`config.mk`:
```
export PLATFORM = sky130hd
export DESIGN_NAME = pow2div
export DESIGN_NICKNAME = d
export VERILOG_FILES = /design/src/rtl/pow2div_pkg.sv /design/src/rtl/pow2div_bias.sv /design/src/rtl/pow2div_ashift.sv /design/src/rtl/pow2div.sv
export SDC_FILE = /design/constraint.sdc
export NUM_CORES = 1
export LEC_CHECK = 0
export ABC_AREA = 1
export BUFFER_PORTS_ARGS = -buffer_cell sky130_fd_sc_hd__buf_4
export CORE_AREA = 2 2 91 93
export DETAILED_ROUTE_END_ITERATION = 12
export DIE_AREA = 0 0 93 95
export PLACE_DENSITY = 0.52
export SLEW_MARGIN = 10
export SYNTH_ARGS = -nofsm -noshare
export SYNTH_HDL_FRONTEND = slang
export SYNTH_SLANG_ARGS = --single-unit
export TNS_END_PERCENT = 20
```
`constraint.sdc`:
```
create_clock -name vclk -period 5.4
set_input_delay 1.08 -clock vclk [all_inputs]
set_output_delay 1.08 -clock vclk [all_outputs]
set_load 0.01 [all_outputs]
```
`src/rtl/pow2div_pkg.sv`:
```
package pow2div_pkg;
   typedef enum logic [1:0] {
      RND_FLOOR = 2'b00,
      RND_CEIL  = 2'b01,
      RND_NEAR  = 2'b10,
      RND_SPARE = 2'b11
   } rnd_mode_e;
endpackage

```
`src/rtl/pow2div_bias.sv`:
```
module pow2div_bias
   import pow2div_pkg::*;
#(
   parameter int W  = 16,
   parameter int KW = 4
) (
   input  logic [KW-1:0] k_i,
   input  logic          neg_i,
   input  rnd_mode_e     mode_i,
   output logic [W:0]    bias_o
);
   logic [31:0] k_wide;
   logic [W:0]  ones;
   logic [W:0]  below_half;
   logic [W:0]  half;

   assign k_wide = 32'(k_i);

   // ones has the low k bits set: the value 2^k - 1
   for (genvar g = 0; g <= W; g++) begin : g_mask
      assign ones[g] = (k_wide > 32'(g));
   end

   assign below_half = {1'b0, ones[W:1]};
   assign half       = ones ^ below_half;

   always_comb begin
      unique case (mode_i)
         RND_CEIL:  bias_o = ones;
         RND_NEAR:  bias_o = neg_i ? below_half : half;
         default:   bias_o = '0;
      endcase
   end
endmodule

```
`src/rtl/pow2div_ashift.sv`:
```
module pow2div_ashift #(
   parameter int WD     = 17,
   parameter int KW     = 4,
   parameter bit STAGED = 1'b1
) (
   input  logic [WD-1:0] in_i,
   input  logic [KW-1:0] k_i,
   output logic [WD-1:0] out_o
);
   if (STAGED) begin : g_staged
      logic [WD-1:0] stage [KW+1];
      assign stage[0] = in_i;
      for (genvar s = 0; s < KW; s++) begin : g_stage
         localparam int SH = 1 << s;
         if (SH < WD) begin : g_fit
            assign stage[s+1] = k_i[s]
               ? {{SH{stage[s][WD-1]}}, stage[s][WD-1:SH]}
               : stage[s];
         end else begin : g_wide
            assign stage[s+1] = k_i[s] ? {WD{stage[s][WD-1]}} : stage[s];
         end
      end
      assign out_o = stage[KW];
   end else begin : g_operator
      assign out_o = $unsigned($signed(in_i) >>> k_i);
   end
endmodule

```
`src/rtl/pow2div.sv`:
```
module pow2div
   import pow2div_pkg::*;
#(
   parameter int W      = 16,
   parameter int KW     = $clog2(W),
   parameter bit STAGED = 1'b1
) (
   input  logic signed [W-1:0]  value_i,
   input  logic        [KW-1:0] shift_i,
   input  logic        [1:0]    mode_i,
   output logic signed [W-1:0]  result_o
);
   localparam int WD   = W + 1;
   localparam int KMAX = W - 1;

   if (W < 2) begin : g_bad_width
      $error("pow2div: W must be at least 2");
   end
   if (KW != $clog2(W)) begin : g_bad_kw
      $error("pow2div: KW must equal clog2(W)");
   end

   rnd_mode_e      mode;
   logic [KW-1:0]  k_eff;
   logic [W:0]     bias;
   logic [WD-1:0]  ext;
   logic [WD-1:0]  sum;
   logic [WD-1:0]  shifted;

   assign mode  = rnd_mode_e'(mode_i);
   // shifts beyond W-1 (only reachable when W is not a power of two) clamp
   assign k_eff = (32'(shift_i) > 32'(KMAX)) ? KW'(KMAX) : shift_i;

   pow2div_bias #(.W(W), .KW(KW)) u_bias (
      .k_i    (k_eff),
      .neg_i  (value_i[W-1]),
      .mode_i (mode),
      .bias_o (bias)
   );

   assign ext = {value_i[W-1], value_i};
   assign sum = ext + bias;

   pow2div_ashift #(.WD(WD), .KW(KW), .STAGED(STAGED)) u_shift (
      .in_i  (sum),
      .k_i   (k_eff),
      .out_o (shifted)
   );

   assign result_o = $signed(shifted[W-1:0]);
endmodule

```
==> results.sh <==
export IMPL_layout_drive_gt1_share_pct=16.2
export IMPL_number_of_endpoints_failing_setup_at_the_final_stage=0
export IMPL_overflow=0
export IMPL_synth_most_common_cell="sky130_fd_sc_hd__nand2_1"
export IMPL_die_outline_area_um2=8840
export IMPL_first_global_vias=2913
export IMPL_placed_standard_cell_area_um2=2670
export IMPL_synthToLayoutAreaGrowth_pct=19.9
export IMPL_synth_top_cells_by_count="sky130_fd_sc_hd__nand2_1 (162), sky130_fd_sc_hd__nand3_1 (84), sky130_fd_sc_hd__inv_1 (76)"
export IMPL_grt_antenna_before_repair=0
export IMPL_dpl_cell_count=602
export IMPL_cts_hold_fix_buffers=0
export IMPL_avgSynthCellArea_um2=4.88
export IMPL_seq_area_frac_synth_pct=0
export IMPL_ys_types=35
export IMPL_arrival_ns=4.03
export IMPL_cellLeakagePower_uw=0.00156
export IMPL_ant_nets=0
export IMPL_n_antenna_cell=0
export IMPL_fillerInstances=969
export IMPL_dieWidth_um=93
export IMPL_maxSlewHeadroom_pct=65.1
export IMPL_route_vias_total=2996
export IMPL_vias_per_cell=4.95
export IMPL_wire_length_of_the_first_global_routing_pass_mm=13.4
export IMPL_post_synth_instance_area_um2=2270
export IMPL_timing_hold_ws_ns=2.61
export IMPL_hpwl_mm=6.63
export IMPL_cap_viol_max_count=0
export IMPL_critPathLaunchType="input pin"
export IMPL_fp_row_count=33
export IMPL_maxSlewViolCount=0
export IMPL_core_um2=7930
export IMPL_outcome="completed"
export IMPL_ys_warn_count=0
export IMPL_worstPathRequired_ns=4.32
export IMPL_fin_util_pct=34.3
export IMPL_post_route_period_util_pct=94.7
export IMPL_num_clock_buffers=0
export IMPL_synth_area_top_cells="sky130_fd_sc_hd__nand2_1 (27%), sky130_fd_sc_hd__nand3_1 (19%), sky130_fd_sc_hd__inv_1 (13%)"
export IMPL_final_cell_count_no_fill=605
export IMPL_floorplan_initialDensity_pct=28.6
export IMPL_mappedNetlistNets=505
export IMPL_final_hold_violating_endpoints=0
export IMPL_die_y_um=95
export IMPL_finalWeightedCongestion=0.938
export IMPL_post_synth_top_area_fraction_pct=26.8
export IMPL_wl_mm=7.76
export IMPL_finalNetCount=542
export IMPL_final_design_area_no_fill_um2=2720
export IMPL_tot_gr_track_use_pct=18.4
export IMPL_total_iterations_of_the_first_detailed_routing_run=4
export IMPL_tightestPinTransition_ns=0.519
export IMPL_vdd_ir_drop_max_v=0.0000371
export IMPL_setup_repair_after_global_routing_missed_its_margin="false"
export IMPL_critical_path_endpoint_type="primary output"
export IMPL_syn_instance_count=465
export IMPL_tns_ns=0
export IMPL_layout_sequential_cells=0
export IMPL_place_port_buffers=38
export IMPL_critPathKind="in2out"
export IMPL_largest_net_degree_at_the_start_of_global_routing=20
export IMPL_sequential_cell_area_um2=0
export IMPL_critical_path_peak_fanout=19
export IMPL_p_per_area_nw_per_um2=98.3
export IMPL_area_of_the_multi_input_gates_um2=1910
export IMPL_final_min_clock_period_ns=5.11
export IMPL_drcViolationCount=0
export IMPL_detailedRoute_firstIterationViolations=159
export IMPL_design_portCount=38
export IMPL_routed_wire_length_per_instance_um=12.8
export IMPL_clock_fmax_mhz=196
export IMPL_timing_hold_worst_class="in2out"
export IMPL_yosysTopAreaCell="sky130_fd_sc_hd__nand2_1"
-- worst paths after layout --
| path | startpoint | endpoint | slack [ns] | cells past startpoint |
|---|---|---|---|---|
| setup / recovery | shift_i[1] | result_o[15] | 0.29 | 25 |
| hold / removal | shift_i[3] | result_o[6] | 2.61 | 4 |
-- timing repair --
action                                 CTS  global route
setup endpoints to repair                0            16
buffers inserted                         0             3
resized for setup                        0             8
endpoints found under the hold margin    0             0
-- per-stage QoR --
step	setup WS, ns	total power, uW
after floorplan	0.891	178
after global placement	0.115	265
after detailed placement	0.164	263
after CTS	0.151	264
after global routing	0.00374	305
final	0.286	268
-- critical path, cell delays in order --
cell	delay [ns]
sky130_fd_sc_hd__buf_4	0.18
sky130_fd_sc_hd__nand2_1	0.13
sky130_fd_sc_hd__inv_1	0.07
sky130_fd_sc_hd__nor2_1	0.23
sky130_fd_sc_hd__inv_1	0.11
sky130_fd_sc_hd__nor3_1	0.14
sky130_fd_sc_hd__o21ai_0	0.11
sky130_fd_sc_hd__a21oi_1	0.18
sky130_fd_sc_hd__inv_1	0.09
sky130_fd_sc_hd__fa_1	0.43
sky130_fd_sc_hd__inv_1	0.09
sky130_fd_sc_hd__nand3_1	0.06
sky130_fd_sc_hd__nand2_1	0.13
sky130_fd_sc_hd__nand2_1	0.09
sky130_fd_sc_hd__nand3_1	0.12
sky130_fd_sc_hd__nand2_1	0.11
sky130_fd_sc_hd__nand3_2	0.09
sky130_fd_sc_hd__nand2_1	0.05
sky130_fd_sc_hd__nand3_1	0.11
sky130_fd_sc_hd__nand2_1	0.06
sky130_fd_sc_hd__nand2_1	0.06
sky130_fd_sc_hd__nand2_1	0.06
sky130_fd_sc_hd__nand2_1	0.06
sky130_fd_sc_hd__nand2_1	0.05
sky130_fd_sc_hd__buf_4	0.14
-- kinds of logic after synthesis --
family,after synthesis,synth area share [%]
AOI/OAI and AO/OA,46,11.7
and+or+nand+nor,301,59.3
buffers and inverters,95,16.8
adders and majority gates,18,10.2
xor gates and xnor gates,5,1.93
-- metal layers --
metal	routed length, um	part of all wire, %	vias to the layer above	GRT usage [%]
met3	307	4.0	14	0.798
met1	3540	46	1352	24.4
met4	225	2.9	0	5.64
met2	3700	48	57	32.4
li1	-	-	1573	-
met5	0	0	-	0
-- area by class of cell --
| type | instances | share of cell area, % |
|---|---|---|
| inverters | 80 | 11.2 |
| multi-input cells | 370 | 70.2 |
| well taps | 105 | 4.83 |
| repair buffers | 50 | 13.8 |
-- cells in the final DEF (no fill, tap or decap), drive strengths merged --
| cell type | n |
|---|---|
| a221o | 1 |
| clkinvlp | 1 |
| nand3 | 90 |
| clkinv | 2 |
| xnor2 | 2 |
| fa | 1 |
| inv | 77 |
| or2 | 5 |
| buf | 50 |
| nor2 | 25 |
| a21oi | 19 |
| o211ai | 6 |
| nor4 | 1 |
| o32ai | 1 |
| xor2 | 3 |
| ha | 17 |
| nor3 | 7 |
| nand4 | 4 |
| o21ai | 16 |
| a22o | 1 |
| a31oi | 1 |
| nand2 | 169 |
| o221ai | 1 |
-- power by group --
group	switching, uW	internal (uW)
sequential	0	0
combinational	166	102
clock	0	0
total	166	102
Note: power is estimated with default switching activity, not from simulation.
